[config.mk]
export PLATFORM = sky130hd
export DESIGN_NAME = wt_snoop_ctrl
export DESIGN_NICKNAME = d
export VERILOG_FILES = /design/src/rtl/wtsc_pkg.sv /design/src/rtl/wtsc_line_store.sv /design/src/rtl/wtsc_snoop_match.sv /design/src/rtl/wtsc_req_fsm.sv /design/src/rtl/wt_snoop_ctrl.sv
export SDC_FILE = /design/constraint.sdc
export NUM_CORES = 1
export LEC_CHECK = 0
export BUFFER_PORTS_ARGS = -buffer_cell sky130_fd_sc_hd__buf_2
export CAP_MARGIN = 10
export CORE_AREA = 4 4 122 124
export CTS_CLUSTER_DIAMETER = 200
export DETAILED_ROUTE_END_ITERATION = 10
export DIE_AREA = 0 0 126 128
export HOLD_SLACK_MARGIN = 0.03
export PLACE_DENSITY = 0.66
export SLEW_MARGIN = 20
export SYNTH_ARGS = -nofsm -noshare
export SYNTH_HDL_FRONTEND = slang
export SYNTH_SLANG_ARGS = --single-unit
[constraint.sdc]
create_clock -name clk -period 7 [get_ports clk]
set_input_delay 2.1 -clock clk [delete_from_list [all_inputs] [get_ports clk]]
set_output_delay 2.1 -clock clk [all_outputs]
set_load 0.05 [all_outputs]
[src/rtl/wtsc_pkg.sv]
// Package: shared types for the write-through snoop controller.
// Assumes: nothing beyond IEEE 1800-2017.
package wtsc_pkg;

    // Processor-side sequencer states
    typedef enum logic [1:0] {
        ST_IDLE = 2'd0,   // waiting for a processor request
        ST_REQ  = 2'd1,   // asking the arbiter for the bus
        ST_XFER = 2'd2,   // own transaction on the bus
        ST_RESP = 2'd3    // one-cycle completion towards the processor
    } wtsc_state_e;

endpackage

[src/rtl/wtsc_line_store.sv]
// Module: line store holding state bit, tag and data for each line.
// Two read ports: one for the processor lookup, one for the snoop lookup.
// Write ports: fill (sets Valid), local update (data only) and invalidate.
// Assumes: invalidate and fill of the same line never coincide, since the
// bus is atomic. If they did, invalidate would win, which is the safe choice.
module wtsc_line_store #(
    parameter int LINES  = 4,
    parameter int TAG_W  = 6,
    parameter int DATA_W = 16,
    localparam int IDX_W = (LINES > 1) ? $clog2(LINES) : 1
) (
    input  logic              clk,
    input  logic              rst_n,
    input  logic [IDX_W-1:0]  lk_idx,
    output logic              lk_valid,
    output logic [TAG_W-1:0]  lk_tag,
    output logic [DATA_W-1:0] lk_data,
    input  logic [IDX_W-1:0]  sn_idx,
    output logic              sn_valid,
    output logic [TAG_W-1:0]  sn_tag,
    input  logic              fill_en,
    input  logic [IDX_W-1:0]  fill_idx,
    input  logic [TAG_W-1:0]  fill_tag,
    input  logic [DATA_W-1:0] fill_data,
    input  logic              upd_en,
    input  logic [IDX_W-1:0]  upd_idx,
    input  logic [DATA_W-1:0] upd_data,
    input  logic              inv_en,
    input  logic [IDX_W-1:0]  inv_idx,
    output logic [LINES-1:0]  valid_vec
);

    logic [TAG_W-1:0]  tag_q  [LINES];
    logic [DATA_W-1:0] data_q [LINES];

    for (genvar g = 0; g < LINES; g++) begin : g_line
        // Match each write port against this line's index
        logic hit_fill, hit_upd, hit_inv;
        assign hit_fill = fill_en && (fill_idx == IDX_W'(g));
        assign hit_upd  = upd_en  && (upd_idx  == IDX_W'(g));
        assign hit_inv  = inv_en  && (inv_idx  == IDX_W'(g));

        // State bit: reset to Invalid, snoop invalidate first, then fill
        always_ff @(posedge clk) begin
            if (!rst_n)        valid_vec[g] <= 1'b0;
            else if (hit_inv)  valid_vec[g] <= 1'b0;
            else if (hit_fill) valid_vec[g] <= 1'b1;
        end

        // Tag: written only by a fill
        always_ff @(posedge clk) begin
            if (hit_fill) tag_q[g] <= fill_tag;
        end

        // Data: written by a fill or by a write hit
        always_ff @(posedge clk) begin
            if (hit_fill)     data_q[g] <= fill_data;
            else if (hit_upd) data_q[g] <= upd_data;
        end
    end

    // Processor lookup read port
    always_comb begin
        lk_valid = valid_vec[lk_idx];
        lk_tag   = tag_q[lk_idx];
        lk_data  = data_q[lk_idx];
    end

    // Snoop lookup read port
    always_comb begin
        sn_valid = valid_vec[sn_idx];
        sn_tag   = tag_q[sn_idx];
    end

endmodule

[src/rtl/wtsc_snoop_match.sv]
// Module: snoop path. It splits the snooped address, compares the tag with
// the stored one and raises an invalidate for a remote write that hits.
// Assumes: the snoop port carries only transactions of other caches.
module wtsc_snoop_match #(
    parameter int ADDR_W = 8,
    parameter int LINES  = 4,
    localparam int IDX_W = (LINES > 1) ? $clog2(LINES) : 1,
    localparam int TAG_W = ADDR_W - IDX_W
) (
    input  logic              snp_valid,
    input  logic              snp_write,
    input  logic [ADDR_W-1:0] snp_addr,
    output logic [IDX_W-1:0]  sn_idx,
    input  logic              sn_valid,
    input  logic [TAG_W-1:0]  sn_tag,
    output logic              inv_en,
    output logic [IDX_W-1:0]  inv_idx,
    output logic              snp_busy
);

    logic [TAG_W-1:0] snp_tag;
    logic             tag_eq;

    // Address split for the snoop lookup
    always_comb begin
        sn_idx  = snp_addr[IDX_W-1:0];
        snp_tag = snp_addr[ADDR_W-1:IDX_W];
    end

    // Hit detection and invalidate request
    always_comb begin
        tag_eq   = (sn_tag == snp_tag);
        inv_en   = snp_valid && snp_write && sn_valid && tag_eq;
        inv_idx  = sn_idx;
        snp_busy = snp_valid;
    end

endmodule

[src/rtl/wtsc_req_fsm.sv]
// Module: processor-side sequencer and bus master. It looks up the line,
// completes read hits locally and sends misses and all writes to the bus
// through the req/gnt handshake, then updates the line when done.
// Assumes: cpu_req is held until cpu_ready. The arbiter keeps bus_gnt high
// until bus_done. bus_done arrives only while mst_valid is high.
module wtsc_req_fsm
    import wtsc_pkg::*;
#(
    parameter int ADDR_W = 8,
    parameter int DATA_W = 16,
    parameter int LINES  = 4,
    localparam int IDX_W = (LINES > 1) ? $clog2(LINES) : 1,
    localparam int TAG_W = ADDR_W - IDX_W
) (
    input  logic              clk,
    input  logic              rst_n,
    input  logic              cpu_req,
    input  logic              cpu_we,
    input  logic [ADDR_W-1:0] cpu_addr,
    input  logic [DATA_W-1:0] cpu_wdata,
    output logic              cpu_ready,
    output logic [DATA_W-1:0] cpu_rdata,
    input  logic              snp_busy,
    output logic [IDX_W-1:0]  lk_idx,
    input  logic              lk_valid,
    input  logic [TAG_W-1:0]  lk_tag,
    input  logic [DATA_W-1:0] lk_data,
    output logic              bus_req,
    input  logic              bus_gnt,
    output logic              mst_valid,
    output logic              mst_write,
    output logic [ADDR_W-1:0] mst_addr,
    output logic [DATA_W-1:0] mst_wdata,
    input  logic              bus_done,
    input  logic [DATA_W-1:0] bus_rdata,
    output logic              fill_en,
    output logic [IDX_W-1:0]  fill_idx,
    output logic [TAG_W-1:0]  fill_tag,
    output logic [DATA_W-1:0] fill_data,
    output logic              upd_en,
    output logic [IDX_W-1:0]  upd_idx,
    output logic [DATA_W-1:0] upd_data,
    output logic              fsm_idle
);

    wtsc_state_e       state_q, state_d;
    logic              we_q;
    logic [ADDR_W-1:0] addr_q;
    logic [DATA_W-1:0] wdata_q;
    logic [DATA_W-1:0] rdata_q, rdata_d;
    logic              accept;
    logic              lk_hit;
    logic [TAG_W-1:0]  cur_tag;
    logic              done_now;

    // Lookup index: live address when idle, latched address otherwise
    always_comb begin
        if (state_q == ST_IDLE) begin
            lk_idx  = cpu_addr[IDX_W-1:0];
            cur_tag = cpu_addr[ADDR_W-1:IDX_W];
        end else begin
            lk_idx  = addr_q[IDX_W-1:0];
            cur_tag = addr_q[ADDR_W-1:IDX_W];
        end
        lk_hit = lk_valid && (lk_tag == cur_tag);
    end

    // A request is taken only when idle and no snoop owns the lookup
    always_comb begin
        accept   = (state_q == ST_IDLE) && cpu_req && !snp_busy;
        done_now = (state_q == ST_XFER) && bus_done;
    end

    // Next-state and read-data selection
    always_comb begin
        state_d = state_q;
        rdata_d = rdata_q;
        unique case (state_q)
            ST_IDLE: begin
                if (accept) begin
                    if (!cpu_we && lk_hit) begin
                        state_d = ST_RESP;
                        rdata_d = lk_data;
                    end else begin
                        state_d = ST_REQ;
                    end
                end
            end
            ST_REQ: begin
                if (bus_gnt) state_d = ST_XFER;
            end
            ST_XFER: begin
                if (bus_done) begin
                    state_d = ST_RESP;
                    if (!we_q) rdata_d = bus_rdata;
                end
            end
            ST_RESP: state_d = ST_IDLE;
            default: state_d = ST_IDLE;
        endcase
    end

    // State and read data registers
    always_ff @(posedge clk) begin
        if (!rst_n) begin
            state_q <= ST_IDLE;
            rdata_q <= '0;
        end else begin
            state_q <= state_d;
            rdata_q <= rdata_d;
        end
    end

    // Capture the accepted request for the bus phase
    always_ff @(posedge clk) begin
        if (!rst_n) begin
            we_q    <= 1'b0;
            addr_q  <= '0;
            wdata_q <= '0;
        end else if (accept) begin
            we_q    <= cpu_we;
            addr_q  <= cpu_addr;
            wdata_q <= cpu_wdata;
        end
    end

    // Line-store updates at the end of an own transaction
    always_comb begin
        fill_en   = done_now && !we_q;
        fill_idx  = addr_q[IDX_W-1:0];
        fill_tag  = addr_q[ADDR_W-1:IDX_W];
        fill_data = bus_rdata;
        upd_en    = done_now && we_q && lk_hit;
        upd_idx   = addr_q[IDX_W-1:0];
        upd_data  = wdata_q;
    end

    // Port outputs decoded from the state
    always_comb begin
        cpu_ready = (state_q == ST_RESP);
        cpu_rdata = rdata_q;
        bus_req   = (state_q == ST_REQ) || (state_q == ST_XFER);
        mst_valid = (state_q == ST_XFER);
        mst_write = we_q;
        mst_addr  = addr_q;
        mst_wdata = wdata_q;
        fsm_idle  = (state_q == ST_IDLE);
    end

endmodule

[src/rtl/wt_snoop_ctrl.sv]
// Module: top of the write-through invalidate snoop controller. It ties
// the line store, the snoop path and the processor sequencer together.
// Assumes: an atomic shared bus and an external arbiter and memory.
module wt_snoop_ctrl #(
    parameter int ADDR_W = 8,
    parameter int DATA_W = 16,
    parameter int LINES  = 4,
    localparam int IDX_W = (LINES > 1) ? $clog2(LINES) : 1,
    localparam int TAG_W = ADDR_W - IDX_W
) (
    input  logic              clk,
    input  logic              rst_n,
    input  logic              cpu_req,
    input  logic              cpu_we,
    input  logic [ADDR_W-1:0] cpu_addr,
    input  logic [DATA_W-1:0] cpu_wdata,
    output logic              cpu_ready,
    output logic [DATA_W-1:0] cpu_rdata,
    output logic              bus_req,
    input  logic              bus_gnt,
    output logic              mst_valid,
    output logic              mst_write,
    output logic [ADDR_W-1:0] mst_addr,
    output logic [DATA_W-1:0] mst_wdata,
    input  logic              bus_done,
    input  logic [DATA_W-1:0] bus_rdata,
    input  logic              snp_valid,
    input  logic              snp_write,
    input  logic [ADDR_W-1:0] snp_addr
);

    logic [IDX_W-1:0]  lk_idx, sn_idx, fill_idx, upd_idx, inv_idx;
    logic              lk_valid, sn_valid;
    logic [TAG_W-1:0]  lk_tag, sn_tag, fill_tag;
    logic [DATA_W-1:0] lk_data, fill_data, upd_data;
    logic              fill_en, upd_en, inv_en, snp_busy, fsm_idle;
    logic [LINES-1:0]  valid_vec;

    wtsc_line_store #(.LINES(LINES), .TAG_W(TAG_W), .DATA_W(DATA_W)) u_store (
        .clk(clk), .rst_n(rst_n),
        .lk_idx(lk_idx), .lk_valid(lk_valid), .lk_tag(lk_tag), .lk_data(lk_data),
        .sn_idx(sn_idx), .sn_valid(sn_valid), .sn_tag(sn_tag),
        .fill_en(fill_en), .fill_idx(fill_idx), .fill_tag(fill_tag), .fill_data(fill_data),
        .upd_en(upd_en), .upd_idx(upd_idx), .upd_data(upd_data),
        .inv_en(inv_en), .inv_idx(inv_idx), .valid_vec(valid_vec)
    );

    wtsc_snoop_match #(.ADDR_W(ADDR_W), .LINES(LINES)) u_snoop (
        .snp_valid(snp_valid), .snp_write(snp_write), .snp_addr(snp_addr),
        .sn_idx(sn_idx), .sn_valid(sn_valid), .sn_tag(sn_tag),
        .inv_en(inv_en), .inv_idx(inv_idx), .snp_busy(snp_busy)
    );

    wtsc_req_fsm #(.ADDR_W(ADDR_W), .DATA_W(DATA_W), .LINES(LINES)) u_fsm (
        .clk(clk), .rst_n(rst_n),
        .cpu_req(cpu_req), .cpu_we(cpu_we), .cpu_addr(cpu_addr), .cpu_wdata(cpu_wdata),
        .cpu_ready(cpu_ready), .cpu_rdata(cpu_rdata), .snp_busy(snp_busy),
        .lk_idx(lk_idx), .lk_valid(lk_valid), .lk_tag(lk_tag), .lk_data(lk_data),
        .bus_req(bus_req), .bus_gnt(bus_gnt), .mst_valid(mst_valid),
        .mst_write(mst_write), .mst_addr(mst_addr), .mst_wdata(mst_wdata),
        .bus_done(bus_done), .bus_rdata(bus_rdata),
        .fill_en(fill_en), .fill_idx(fill_idx), .fill_tag(fill_tag), .fill_data(fill_data),
        .upd_en(upd_en), .upd_idx(upd_idx), .upd_data(upd_data), .fsm_idle(fsm_idle)
    );

endmodule

After elaboration in Yosys (flattened, before gate mapping)
Memories as Yosys holds them, arrays and structs flattened.
Index checks and enable logic that the tools add are counted.
{"block": "classes", "n_lt_le_gt_ge": 2, "n_eq_ne": 16, "muxes": 58, "bitwise_logic": 5, "n_reduce_logical": 43}
{"cell": "16-bit 2-to-1 mux", "count": 11}
{"cell": "16-bit OR reduction", "count": 3}
{"cell": "16-bit case mux with 2 select lines", "count": 1}
{"cell": "1-bit 2-to-1 mux", "count": 28}
{"cell": "6-bit 2-to-1 mux", "count": 4}
{"cell": "1-bit logical AND", "count": 23}
{"cell": "2-bit 2-to-1 mux", "count": 11}
{"cell": "6-bit OR reduction", "count": 3}
{"cell": "2-bit equality test (second input constant)", "count": 6}
{"cell": "6-bit equality test", "count": 2}
{"cell": "2-bit case mux with 4 select lines", "count": 1}
{"cell": "2-bit OR reduction", "count": 4}
{"cell": "2-bit by 1-bit equality test with 1-bit output (second input constant)", "count": 3}
{"cell": "2-bit logical NOT", "count": 3}
{"cell": "2-bit by 3-bit less-than comparator with 1-bit output (second input constant)", "count": 2}
{"cell": "2-bit by 1-bit != test with 1-bit output (second input constant)", "count": 3}
{"cell": "5-bit AND reduction", "count": 1}
{"cell": "1-bit binary-select mux with 2-bit select", "count": 2}
{"cell": "2-bit != test (second input constant)", "count": 2}
{"cell": "1-bit OR", "count": 4}
{"cell": "1-bit logical NOT", "count": 3}
{"cell": "3-bit AND reduction", "count": 1}
{"cell": "2-bit nonzero test", "count": 1}
{"cell": "1-bit logical OR", "count": 1}
{"cell": "1-bit inverter", "count": 1}
{"block": "totals", "regBits": 47, "ram_bits": 88, "inputBits": 56, "memories": 2}
{"memory": "u_store.data_q", "depth": 4, "width": 16, "rd": 1, "rd_clocked_by_memory_dff": 0, "wr": 1, "line": "wtsc_line_store.sv:34", "rtl": "logic [DATA_W-1:0] data_q [LINES];"}
{"memory": "u_store.tag_q", "depth": 4, "width": 6, "rd": 2, "rd_clocked_by_memory_dff": 0, "wr": 1, "line": "wtsc_line_store.sv:33", "rtl": "logic [TAG_W-1:0] tag_q [LINES];"}

Logic depth before layout (Yosys ltp)
{"block": "logic_depth", "word_depth": 15, "depth_mapped": 13, "mapped_depth_nobuf": 9}

Hierarchy
A second synthesis with hierarchy kept.
{"block": "hier_totals", "cells_unflattened": 551, "hier_area_um2": 7045.5}
{"mod": "wtsc_line_store", "instances": 1, "cells_per_inst": 224, "area_per_inst_um2": 4404.2, "seq_area_each_um2": 2722.6}
{"mod": "wtsc_req_fsm", "instances": 1, "cells_per_inst": 313, "area_per_inst_um2": 2527.4, "seq_area_each_um2": 860.8}
{"mod": "wtsc_snoop_match", "instances": 1, "cells_per_inst": 14, "area_per_inst_um2": 113.9, "seq_area_each_um2": 0.0}

Worst setup path before layout
Ideal clock, no wire load.
{"block": "synth_path", "path_kind": "in2reg", "startpoint": "in cpu_addr[0]", "endpoint": "mem u_store.data_q[3][0] (enable)", "arrival_ps": 4685, "t_required_ps": 6589, "setup_slack_ps": 1904, "stages": 9, "path_buffers": 2, "cell_sequence": "buf_2 -> mux2i_4 -> mux4_2 -> xor2_1 -> o21ai_1 -> nor3_4 -> nand4b_4 -> buf_6 -> o21ai_0"}
{"block": "synth_via", "elab_chain_cells": 14, "elab_cells_between_ends": 36}
{"element": "from (decl)", "line": "wt_snoop_ctrl.sv:15", "rtl": "input logic [ADDR_W-1:0] cpu_addr,"}
{"element": "2-bit 2-to-1 mux (*)", "line": "wtsc_req_fsm.sv:58", "rtl": "if (state_q == ST_IDLE) begin"}
{"element": "memory 4 x 6 bit / 1-bit binary-select mux with 2-bit select (equally long branches)"}
{"element": "6-bit equality test / 1-bit 2-to-1 mux (equally long branches)", "line": "wtsc_req_fsm.sv:65, wtsc_line_store.sv:64"}
{"element": "1-bit logical AND (*)", "line": "wtsc_req_fsm.sv:65", "rtl": "lk_hit = lk_valid && (lk_tag == cur_tag);"}
{"element": "1-bit logical AND (*)", "line": "wtsc_req_fsm.sv:133", "rtl": "upd_en = done_now && we_q && lk_hit;"}
{"element": "1-bit logical AND", "line": "wtsc_line_store.sv:40", "rtl": "assign hit_upd = upd_en && (upd_idx == IDX_W'(g));"}
{"element": "1-bit 2-to-1 mux", "line": "wtsc_line_store.sv:58", "rtl": "else if (hit_upd) data_q[g] <= upd_data;"}
{"element": "1-bit 2-to-1 mux", "line": "wtsc_line_store.sv:57", "rtl": "if (hit_fill) data_q[g] <= fill_data;"}
{"element": "1-bit 2-to-1 mux (not written as such)", "line": "wtsc_line_store.sv:58"}
{"element": "1-bit OR (no source line)"}
{"element": "16-bit OR reduction (no source line)"}
{"element": "2-bit 2-to-1 mux (no source line) / 1-bit 2-to-1 mux (equally long branches) (3 in series)"}
{"element": "to (decl)", "line": "wtsc_line_store.sv:34"}
Every way passes the cells marked *; elsewhere a longest branch is shown, timed or not. The select of a mux whose other input is x is not followed.

Final worst setup path
Ends and elaborated chain as after synthesis.

==> results.cfg <==
[route]
post_drt_via_cell_ratio = 5.82
detail_route_antenna_nets = 0
met2WireLength_um = 8630
remaining_drc_errors = 0
finalWirelength_um = 17400
wl_met3_um = 1020
wirelength_met1_um = 7340
routed_wirelength_normalized_by_instance_count_um = 21.6
initial_drt_markers = 382
drt_pre_antenna_iters = 5
topRoutingLayerUsed = met4
vias = 4687

[timing]
worst-slew-pin-transition_ns = 0.953
fin_setup_tns_ns = 0
finalHoldViolations = 0
final_period_minus_worst_setup_slack_ns = 5.29
portion_of_the_clock_cycle_consumed_by_the_worst_path_in_the_final_layout_pct = 75.6
worst_slack_ns = 1.71
clock-skew-final_ns = 0.00663
maxClockFrequency_ghz = 0.189
drv_slew = 0
final-setup-viol-count = 0
max_slew_margin_pct = 36.3
grt_setup_unrepaired = false

[worst_setup_path]
cp.required_ns = 7.12
cp.arrival_ns = 5.41
cp-start-kind = primary input
critical_path.max_fanout = 17
startpoint_to_endpoint_class_of_the_critical_path = in -> reg
critical_path.endpoint_type = flip-flop

[place]
detailedPlace.worstSlack_ns = 1.27
buffer_ports.inserted = 99
post_dp_cell_area_um2 = 7430
dpl.hpwl_um = 12000
place_congestion = 0.886

[grt]
grt_max_degree = 30
grt_pass1_vias = 4921
total_congestion_overflow = 0
overall_track_demand_over_capacity_in_global_routing_pct = 22.2
grt_first_pass_wirelength_um = 27200
grt_antenna_before_repair = 0

[die]
core_area_um2 = 13800
io-pin-count = 100
die-area_um2 = 16100
die_width_um = 126
num_rows = 43
die_h_um = 128
initial_core_util_pct = 49.0

[cells_and_area]
nNetsFinal = 673
syn_to_final_growth_pct = 18.0
drive_gt1_share_pct = 38.4
final_cell_area_um2 = 7960
antenna_cells = 0

[outcome]
status = finished clean

[synthesis]
netlist_instances = 509
library_cell_occupying_the_most_area_in_the_post_synthesis_netlist = sky130_fd_sc_hd__edfxtp_1
mappedNetlistArea_um2 = 6750
synth_enable_flop_cells = 88
syn-num-nets = 570
synthesized_area_per_cell_um2 = 13.3
netlist.area_leader.share_pct = 39.2
most_frequent_cell_after_synthesis = sky130_fd_sc_hd__edfxtp_1
dominantRegCellSynth = sky130_fd_sc_hd__edfxtp_1
synthTopCellsByArea = sky130_fd_sc_hd__edfxtp_1 (39%), sky130_fd_sc_hd__dfxtp_1 (14%), sky130_fd_sc_hd__mux4_2 (8.3%)
synth.cells.most_frequent = sky130_fd_sc_hd__edfxtp_1 (88), sky130_fd_sc_hd__nand2_1 (60), sky130_fd_sc_hd__dfxtp_1 (47)
synth.distinct_cells = 52
synthesis.yosys.warnings = 0
synth-async-reset-ratio_pct = 0
synth-seq-cells = 135
synth.yosys.seq_area_share_pct = 53.1

[clock_tree]
post-cts-setup-buffers = 0
cts_tree = built
cts-htree-levels = 4
cts.sink_count = 135
clkLatencyLatePin_ns = 0.43
cts-hold-fix-buffers = 0
cts_max_path_buffers = 2
post_cts_resized = 0
cts.root.buffer_cell = sky130_fd_sc_hd__clkbuf_16
clkSlewWorstSetupHoldPaths_ns = 0.05
cts-buffers-inserted = 17

[run]
maxCapViolations = 0

[power]
fin_total_pwr_uw = 2490
p_per_area_nw_per_um2 = 312
power_leakage_uw = 0.00316
ir_drop_mv = 0.190

[min_path]
type_of_the_worst_min_delay_path = reg -> reg
==> power by group <==
group          switching [uW]  internal (uW)
logic                     466            268
registers                43.0            900
clock network             308            502
total                     817           1670
==> kinds of logic (layout without fill, tap and decap cells) <==
kind of cell / count (synthesis) / after routing / synth area share, %
XOR/XNOR: 12 / 12 / 1.56
multiplexers: 98 / 98 / 22.6
adder cells (fa/ha/maj): 5 / 5 / 0.927
AND/OR/NAND/NOR: 125 / 125 / 9.70
buffers and inverters: 42 / 158 / 3.10
flip-flops: 135 / 135 / 53.1
AO/OA/AOI/OAI: 92 / 92 / 8.99
==> metrics by stage <==
stage               cells  util [%]  hold slack (ns)
floorplan             509         -            0.508
global placement      773      53.9            0.477
detailed placement    773      53.9            0.497
CTS                   805      57.8            0.511
global route          805      57.8            0.555
finish                805      57.8            0.505
==> worst max-delay path: stages <==
cell                       delay [ns]
sky130_fd_sc_hd__buf_2           0.16
sky130_fd_sc_hd__mux2i_4         0.54
sky130_fd_sc_hd__mux4_2          0.60
sky130_fd_sc_hd__xor2_1          0.20
sky130_fd_sc_hd__o21ai_1         0.15
sky130_fd_sc_hd__nor3_4          0.45
sky130_fd_sc_hd__nand4b_4        0.14
sky130_fd_sc_hd__buf_4           0.26
sky130_fd_sc_hd__o21ai_1         0.47
sky130_fd_sc_hd__buf_4           0.32
==> final cells by class <==
| type | instances | area [um2] |
|---|---|---|
| fill | 1165 | 5820 |
| sequential | 135 | 3580 |
| multi-input combinational | 332 | 2960 |
| timing repair buffer | 116 | 623 |
| clock buffer | 27 | 483 |
| tap | 180 | 225 |
| clock inverter | 5 | 46.3 |
| inverter | 10 | 37.5 |
==> sequential cells by signal, indices dropped and copies added, names as in the netlist <==
register / cells
u_store.data_q: 64
u_store.tag_q: 24
u_fsm.cpu_rdata: 16
u_fsm.mst_wdata: 16
u_fsm.mst_addr: 8
u_store.valid_vec: 4
u_fsm.state_q: 2
u_fsm.mst_write: 1
==> layer usage <==
layer	track usage, %	up-vias
met5	0	-
met4	8.08	0
met3	4.88	30
met2	37.6	175
met1	28.1	2322
li1	-	2160
==> cell usage in the layout (no fill, tap or decap), types with 3 or more instances in the layout <==
cell,synthesis,routed
sky130_fd_sc_hd__a221oi_1,16,16
sky130_fd_sc_hd__a31oi_1,5,5
sky130_fd_sc_hd__nand4_4,3,3
sky130_fd_sc_hd__nand2_1,60,60
sky130_fd_sc_hd__edfxtp_1,88,88
sky130_fd_sc_hd__nor2_1,22,22
sky130_fd_sc_hd__inv_1,9,9
sky130_fd_sc_hd__mux4_2,25,25
sky130_fd_sc_hd__nand3_1,3,3
sky130_fd_sc_hd__buf_2,8,99
sky130_fd_sc_hd__clkbuf_16,0,17
sky130_fd_sc_hd__dfxtp_1,47,47
sky130_fd_sc_hd__ha_1,5,5
sky130_fd_sc_hd__mux2_2,31,31
sky130_fd_sc_hd__buf_4,1,17
sky130_fd_sc_hd__a21oi_1,28,28
sky130_fd_sc_hd__clkbuf_1,17,8
sky130_fd_sc_hd__o22ai_1,18,18
sky130_fd_sc_hd__o21ai_0,8,7
sky130_fd_sc_hd__nor2b_1,10,10
sky130_fd_sc_hd__xnor2_1,7,7
sky130_fd_sc_hd__xor2_1,5,5
sky130_fd_sc_hd__nor3_1,3,3
sky130_fd_sc_hd__mux2i_1,5,5
sky130_fd_sc_hd__nand2b_1,7,7
sky130_fd_sc_hd__mux2_4,36,36
sky130_fd_sc_hd__clkinv_1,1,4
==> final timing paths <==
path               startpoint                   end  slack (ns)  depth (start not counted)
min           u_fsm.mst_write       u_fsm.mst_write        0.51                          2
max reg2reg  u_fsm.state_q[0]  u_store.data_q[3][0]        2.65                         12
min reg2reg   u_fsm.mst_write       u_fsm.mst_write        0.51                          2
max               cpu_addr[0]  u_store.data_q[3][0]        1.71                         10
No activity file was read; power rests on OpenSTA's default activity.
